==> src/rtl/accum_pkg.sv <==
// Package: shared word type, ALU control struct and the bit positions of the
// compute format. Assumes a fixed 16-bit instruction and data word.
package accum_pkg;

    localparam int WORD_W    = 16;
    localparam int FMT_BIT   = 15;
    localparam int YSEL_BIT  = 12;
    localparam int FN_LSB    = 6;
    localparam int DEST_LSB  = 3;
    localparam int COND_LSB  = 0;

    localparam int DEST_MEM  = 0;
    localparam int DEST_D    = 1;
    localparam int DEST_A    = 2;

    typedef logic [WORD_W-1:0] word_t;

    // ALU controls, most significant first as they sit in the word
    typedef struct packed {
        logic clr_x;
        logic inv_x;
        logic clr_y;
        logic inv_y;
        logic sum;
        logic inv_out;
    } alu_ctl_t;

endpackage

==> src/rtl/accum_alu.sv <==
// Module: six-control ALU. Conditions each operand (clear, invert), adds or
// ANDs them, optionally inverts the output and reports zero/negative flags.
// Assumes: purely combinational, two's complement sign in the top bit.
module accum_alu
    import accum_pkg::*;
(
    input  word_t    x_in,
    input  word_t    y_in,
    input  alu_ctl_t ctl,
    output word_t    result,
    output logic     is_zero,
    output logic     is_neg
);

    word_t x_c, y_c, core;

    // Condition both operands, combine them, then condition the output
    always_comb begin
        x_c = ctl.clr_x ? '0 : x_in;
        x_c = ctl.inv_x ? ~x_c : x_c;
        y_c = ctl.clr_y ? '0 : y_in;
        y_c = ctl.inv_y ? ~y_c : y_c;
        core   = ctl.sum ? (x_c + y_c) : (x_c & y_c);
        result = ctl.inv_out ? ~core : core;
    end

    assign is_zero = (result == '0);
    assign is_neg  = result[WORD_W-1];

endmodule

==> src/rtl/accum_branch.sv <==
// Module: jump decision. Each of the three jump-field bits enables one
// result test (greater than zero, zero, negative); any enabled match jumps.
// Assumes: enable is low for constant-format words.
module accum_branch
    import accum_pkg::*;
#(
    parameter int N_COND = 3
) (
    input  logic              enable,
    input  logic [N_COND-1:0] cond,
    input  logic              is_zero,
    input  logic              is_neg,
    output logic              take
);

    logic [N_COND-1:0] flag;
    logic [N_COND-1:0] hit;

    // Result tests in jump-field bit order: positive, zero, negative
    assign flag = {is_neg, is_zero, ~is_neg & ~is_zero};

    generate
        for (genvar i = 0; i < N_COND; i++) begin : g_cond
            assign hit[i] = cond[i] & flag[i];
        end
    endgenerate

    assign take = enable & (|hit);

endmodule

==> src/rtl/accum_halt_det.sv <==
// Module: endless-loop detector. Flags an unconditional jump with no
// destination that targets its own address, or targets the previous address
// when the word fetched there in the previous cycle loads that same address.
// Assumes: ROM is read-only, so a one-entry record of the last fetch is enough.
module accum_halt_det
    import accum_pkg::*;
(
    input  logic  clk,
    input  logic  rst_n,
    input  logic  advance,
    input  word_t pc,
    input  word_t a_val,
    input  word_t instr,
    output logic  hit
);

    word_t prev_pc;
    word_t prev_word;
    logic  prev_ok;
    logic  idiom;
    logic  self_loop;
    logic  loader_loop;

    // Remember the address and word of the last executed fetch
    always_ff @(posedge clk) begin
        if (!rst_n) begin
            prev_pc   <= '0;
            prev_word <= '0;
            prev_ok   <= 1'b0;
        end else if (advance) begin
            prev_pc   <= pc;
            prev_word <= instr;
            prev_ok   <= 1'b1;
        end
    end

    // Recognise the two loop shapes
    always_comb begin
        idiom = instr[FMT_BIT]
              && (instr[DEST_LSB +: 3] == 3'b000)
              && (instr[COND_LSB +: 3] == 3'b111);
        self_loop   = (a_val == pc);
        loader_loop = (a_val == pc - 16'd1) && prev_ok
                   && (prev_pc == a_val) && (prev_word == a_val);
        hit = idiom && (self_loop || loader_loop);
    end

endmodule

==> src/rtl/accum_core.sv <==
// Module: single-cycle two-format 16-bit core (top). Fetches from rom_data,
// executes, and commits A, D and PC at each rising edge until a loop idiom
// halts it. Assumes combinational ROM and data-memory reads.
module accum_core
    import accum_pkg::*;
#(
    parameter int ADDR_W = 15
) (
    input  logic              clk,
    input  logic              rst_n,
    output logic [ADDR_W-1:0] rom_addr,
    input  logic [15:0]       rom_data,
    output logic [ADDR_W-1:0] mem_addr,
    output logic [15:0]       mem_wdata,
    output logic              mem_we,
    input  logic [15:0]       mem_rdata,
    output logic              halted
);

    localparam int COND_W = 3;

    word_t    a_q, d_q, pc_q;
    logic     halt_q;
    logic     run;
    logic     is_comp;
    logic [2:0] dest;
    logic [COND_W-1:0] cond;
    alu_ctl_t ctl;
    word_t    y_sel, result, a_next, d_next, pc_next;
    logic     is_zero, is_neg, take, halt_hit;

    // Field extraction from the fetched word
    always_comb begin
        is_comp = rom_data[FMT_BIT];
        dest    = rom_data[DEST_LSB +: 3];
        cond    = rom_data[COND_LSB +: COND_W];
        ctl     = alu_ctl_t'(rom_data[FN_LSB +: 6]);
        y_sel   = rom_data[YSEL_BIT] ? mem_rdata : a_q;
    end

    assign run = !halt_q;

    accum_alu u_alu (
        .x_in    (d_q),
        .y_in    (y_sel),
        .ctl     (ctl),
        .result  (result),
        .is_zero (is_zero),
        .is_neg  (is_neg)
    );

    accum_branch #(.N_COND(COND_W)) u_branch (
        .enable  (is_comp),
        .cond    (cond),
        .is_zero (is_zero),
        .is_neg  (is_neg),
        .take    (take)
    );

    accum_halt_det u_halt (
        .clk     (clk),
        .rst_n   (rst_n),
        .advance (run),
        .pc      (pc_q),
        .a_val   (a_q),
        .instr   (rom_data),
        .hit     (halt_hit)
    );

    // Next-state values for A, D and PC
    always_comb begin
        if (is_comp) begin
            a_next = dest[DEST_A] ? result : a_q;
            d_next = dest[DEST_D] ? result : d_q;
        end else begin
            a_next = rom_data;
            d_next = d_q;
        end
        pc_next = take ? a_next : pc_q + 16'd1;
    end

    // Architectural register update and halt latch
    always_ff @(posedge clk) begin
        if (!rst_n) begin
            a_q    <= '0;
            d_q    <= '0;
            pc_q   <= '0;
            halt_q <= 1'b0;
        end else if (run) begin
            if (halt_hit) begin
                halt_q <= 1'b1;
            end else begin
                a_q  <= a_next;
                d_q  <= d_next;
                pc_q <= pc_next;
            end
        end
    end

    assign rom_addr  = pc_q[ADDR_W-1:0];
    assign mem_addr  = a_q[ADDR_W-1:0];
    assign mem_wdata = result;
    assign mem_we    = rst_n && run && is_comp && dest[DEST_MEM];
    assign halted    = halt_q;

endmodule

==> config.mk <==
export PLATFORM = sky130hd
export DESIGN_NAME = accum_core
export DESIGN_NICKNAME = d
export VERILOG_FILES = /design/src/rtl/accum_pkg.sv /design/src/rtl/accum_alu.sv /design/src/rtl/accum_branch.sv /design/src/rtl/accum_halt_det.sv /design/src/rtl/accum_core.sv
export SDC_FILE = /design/constraint.sdc
export NUM_CORES = 1
export LEC_CHECK = 0
export ABC_AREA = 1
export BUFFER_PORTS_ARGS = -buffer_cell sky130_fd_sc_hd__buf_2
export CORE_ASPECT_RATIO = 1.75
export CORE_MARGIN = 2
export CORE_UTILIZATION = 60
export CTS_CLUSTER_SIZE = 28
export DETAILED_ROUTE_END_ITERATION = 8
export PLACE_DENSITY = 0.88
export SKIP_CTS_REPAIR_TIMING = 1
export SYNTH_ARGS = -nofsm -noshare
export SYNTH_HDL_FRONTEND = slang
export SYNTH_SLANG_ARGS = --single-unit
==> constraint.sdc <==
create_clock -name clk -period 4.48 [get_ports clk]
set_input_delay 0.224 -clock clk [delete_from_list [all_inputs] [get_ports clk]]
set_output_delay 0.224 -clock clk [all_outputs]
set_load 0.05 [all_outputs]
==> results.rst <==
.. list-table::
   :header-rows: 1

   * - Metric
     - Value
   * - Average wire per cell in the routed design
     - 17.0 um
   * - Largest fanout on the critical path
     - 17
   * - Sw Ratio
     - 0.419
   * - Status
     - finished clean
   * - Critical path required time
     - 4.71 ns
   * - Fill cell instance count of the final layout
     - 986
   * - Slew @ Worst Pin
     - 0.893 ns
   * - Initial antenna violation count
     - 0
   * - Final net count
     - 1163
   * - Pin count of the biggest net entering global routing
     - 51
   * - Largest family of logic cells by synthesized area
     - simple AND/OR/NAND/NOR gates
   * - Sw Pwr
     - 1.22 mW
   * - Worst Hold Slack
     - 0.172 ns
   * - Combinational group share of total power
     - 0.416
   * - Hold path startpoint
     - rom_data[13]
   * - Endpoint of the most critical register-to-register path
     - pc_q[3]
   * - Critical path data arrival time
     - 4.27 ns
   * - Post-placement cell count
     - 1231
   * - Area growth, synth to finish
     - 8.21%
   * - Chip width
     - 84.8 um
   * - Total DRC errors in the routed layout
     - 0
   * - Share of final-layout standard cells stronger than drive strength 1
     - 0.134
   * - Total GRT Usage
     - 0.345
   * - Via count of the routed design
     - 7333
   * - H-tree depth
     - 3
   * - Share of the synthesized area in compound gates (AO/OA/AOI/OAI)
     - 0.159
   * - Max Fclk
     - 0.247 GHz
   * - Core ar.
     - 0.0112 mm^2
   * - GRT Residual Overflow
     - 0
   * - HP Class
     - in2reg
   * - Endpoint class of the critical path
     - flop
   * - TritonCTS clock tree
     - done
   * - Cell at the root of the clock tree
     - clkbuf_16
   * - Net count of the mapped netlist
     - 1136
   * - Time the final worst path needs with I/O delays and setup
     - 4.04 ns
   * - Syn. warnings
     - 0
   * - Destination of the worst hold path
     - u_halt.prev_word[13]
   * - Buffer levels on the longest clock path
     - 2
   * - Post-route setup TNS
     - 0 ns
   * - Register share of total power
     - 0.292
   * - Number of unique standard cell types used by synthesis
     - 43
   * - Average instance area after synthesis
     - 6.33 um^2
   * - Final Worst Setup Slack
     - 0.439 ns
   * - Clock transition at the registers of the reported paths
     - 0.07 ns
   * - Normalized max-slew margin
     - 0.405
   * - Depth of the worst register-to-register path
     - 23
   * - Antenna diode count
     - 0
   * - # port buffers
     - 81
   * - Worst reg2reg setup slack
     - 0.44 ns
   * - Global-route wire length before repair
     - 34200 um
   * - IR Drop Worst-Case VDD
     - 0.326 mV
   * - Initial cell density of the core
     - 0.614
   * - GPL Wtd Cong
     - 0.945
   * - Adder and majority gate portion of the synthesized area
     - 0.0357
   * - Total area of sequential cells
     - 0.00164 mm^2
   * - Power Internal
     - 1.70 mW
   * - Multiplexer fraction of the synthesized cell area
     - 0
   * - Cell depth of the worst hold path
     - 3
   * - Number of iterations in the first detailed-routing pass
     - 7
   * - Leakage dissipation
     - 3.72 nW
   * - Detail Route Antenna Nets
     - 0
   * - Number of buffers created by CTS
     - 9
   * - Sinks on the clock net
     - 82
   * - Full die area
     - 0.0123 mm^2
   * - Area occupied by multi-input gates
     - 0.00417 mm^2
   * - Gate count after technology mapping
     - 1083
   * - Cell Area, Synth
     - 0.00686 mm^2
   * - Cell Count, Final, Fillers Out
     - 1247
   * - Count of standard-cell rows
     - 51
   * - Period Utilization, post-route
     - 0.902
   * - Worst flop-to-flop path startpoint
     - a_q[0]
   * - Parity-gate share of the synthesized area counting xor and xnor cells
     - 0.101
   * - Setup WS pre-CTS
     - 0.497 ns
   * - Routed wire length
     - 21200 um
   * - Via count of the first global-routing pass
     - 7062
   * - Flops & latches, synth
     - 82
   * - Simple-gate share of the synthesized area
     - 0.312
   * - Setup Skew
     - 0.00897 ns
   * - Post-detail-place hpwl
     - 16000 um
   * - Average via count per standard cell
     - 5.88
   * - Power density relative to cell area
     - 394 mW/mm^2
   * - Violation count after the first detailed-routing iteration
     - 670
   * - RSZ-0062 raised after global routing
     - no
   * - Maxcap violations
     - 0
   * - Critical Path Source Type
     - flop
   * - Worst Setup Path Type
     - reg2reg
   * - Sequential cell area fraction in the yosys report
     - 0.239
   * - Number of pins exceeding their max-slew limit in the final report
     - 0
   * - Final hold violation count
     - 0
   * - Die span in y
     - 145 um
   * - Number of top-level pins
     - 82
   * - Setup violators final
     - 0
   * - Part of the power in the clock network
     - 0.292
   * - Clock latency at the later pin of the worst-skew pair
     - 0.34 ns
[worst max path at each step]
stage                to         start  depth (start not counted)  slack (ns)
6_report        pc_q[3]        a_q[0]                         23        0.44
4_1_cts         pc_q[3]        a_q[0]                         23        0.51
2_1_floorplan  pc_q[11]  rom_data[10]                         23        0.78
5_1_grt        pc_q[14]        a_q[0]                         23        0.15
3_5_place_dp   pc_q[15]  rom_data[11]                         24        0.50
3_3_place_gp    pc_q[3]  rom_data[11]                         24        0.61
[cell families after synthesis]
logic type / after synthesis
buffers and inverters: 241
flip-flops: 82
XOR/XNOR: 79
AND/OR/NAND/NOR: 473
adder cells (fa/ha/maj): 19
AO/OA/AOI/OAI: 189
[registers in the layout, summed over array words and instances, names as in the netlist]
| name | count |
|---|---|
| a_q | 16 |
| d_q | 16 |
| halted | 1 |
| pc_q | 16 |
| u_halt.prev_ok | 1 |
| u_halt.prev_pc | 16 |
| u_halt.prev_word | 16 |
[layout by cell type, fill, tap and decap left out, types with 2 or more instances in the layout]
cell type | synthesis | final
nand2_1 | 239 | 239
ha_1 | 18 | 18
o21ai_0 | 63 | 63
and2_1 | 2 | 2
buf_4 | 34 | 8
o22ai_1 | 17 | 17
xnor2_1 | 11 | 11
nor2_2 | 5 | 6
a22o_1 | 2 | 2
a21oi_1 | 58 | 58
nor4_1 | 5 | 5
a22oi_1 | 2 | 2
clkbuf_16 | 0 | 9
inv_2 | 7 | 7
nand3_1 | 119 | 119
nand3_2 | 3 | 3
a211oi_1 | 2 | 2
nor3_2 | 5 | 5
dfxtp_1 | 82 | 82
clkbuf_1 | 27 | 2
o21ai_1 | 11 | 11
nand4_1 | 11 | 11
clkinv_1 | 5 | 5
nand2_2 | 17 | 17
nor3_1 | 6 | 6
buf_2 | 10 | 81
o211ai_1 | 18 | 18
inv_1 | 155 | 155
xor2_1 | 68 | 68
o221ai_1 | 13 | 13
or2_2 | 3 | 3
nor2_1 | 52 | 51
bufinv_16 | 0 | 3
[layout make-up]
cell class                 instances  share of cell area
inverter                         167              0.0844
tap                              132              0.0222
clock inverter                     5              0.0138
timing repair buffer              90              0.0654
clock buffer                      11              0.0314
sequential                        82               0.221
multi-input combinational        760               0.562
[per-stage QoR]
stage                     utilization  power (mW)  instance area [um^2]
final                           0.665        2.92                  7420
after global routing            0.665        3.07                  7420
after CTS                       0.665        2.89                  7420
after detailed placement        0.635        2.06                  7090
after global placement          0.635        2.04                  7090
after floorplan                     -        1.82                  6860
[cells in the mapped netlist]
library cell  count  share of area
o22ai_1          17          0.016
nand4_1          11          0.010
nand3_2           3         0.0044
o21ai_0          63          0.046
nand3_1         119          0.087
fa_1              1         0.0029
or2_2             3         0.0027
o221ai_1         13          0.017
clkbuf_1         27          0.015
nor3_1            6         0.0044
nand3b_1          1         0.0011
nand4_2           1         0.0018
nor4_1            5         0.0046
xor2_1           68          0.087
nand2_1         239           0.13
a21oi_1          58          0.042
a211oi_1          2         0.0022
ha_1             18          0.033
a22o_1            2         0.0026
o2111ai_1         1         0.0013
nor2_2            5         0.0046
and2_1            2         0.0018
buf_2            10         0.0073
dfxtp_1          82           0.24
buf_1             2         0.0011
nor4b_1           1         0.0013
nand2_2          17          0.016
nor3_2            5         0.0073
xnor2_1          11          0.014
buf_4            34          0.037
nand3_4           1         0.0026
o211ai_1         18          0.020
clkinv_1          5         0.0027
inv_2             7         0.0038
buf_6             1         0.0016
a21o_1            1         0.0011
nor3_4            1         0.0024
o2bb2ai_1         1         0.0013
nand2_4           1         0.0016
o21ai_1          11         0.0080
inv_1           155          0.085
a22oi_1           2         0.0022
nor2_1           52          0.028
[critical path: stages, from the launching register on]
cell and delay, ns:
dfxtp_1 0.42, inv_1 0.12, a21oi_1 0.16, o21ai_0 0.12, xor2_1 0.16, ha_1 0.26, fa_1 0.47, nand2_1 0.10
nand2_1 0.09, a21o_1 0.17, nand3_1 0.08, o21ai_0 0.10, nand2_1 0.11, nand2_1 0.13, nor2_1 0.20, nand2_1 0.09
nor2_1 0.24, nand3_1 0.13, nand2_2 0.09, nand3_4 0.15, nand2_4 0.24, inv_2 0.12, nand3_1 0.10, nand3_1 0.08
[metal layers]
metal | vias to the layer above | share of wire | track usage | routed length (um)
met3 | 128 | 0.056 | 0.0448 | 1190
met5 | - | 0 | 0 | 0
met4 | 0 | 0.078 | 0.257 | 1660
li1 | 3542 | - | - | -
met1 | 3308 | 0.36 | 0.367 | 7580
met2 | 355 | 0.51 | 0.604 | 10800
[power by group through the flow]
stage	combinational [mW]	clock [mW]	sequential, mW
after CTS	1.20	0.843	0.851
after floorplan	0.975	0	0.843
after global placement	1.17	0	0.865
after global routing	1.34	0.876	0.860
final	1.22	0.853	0.854
after detailed placement	1.19	0	0.867
(Power assumes the default switching activity.)
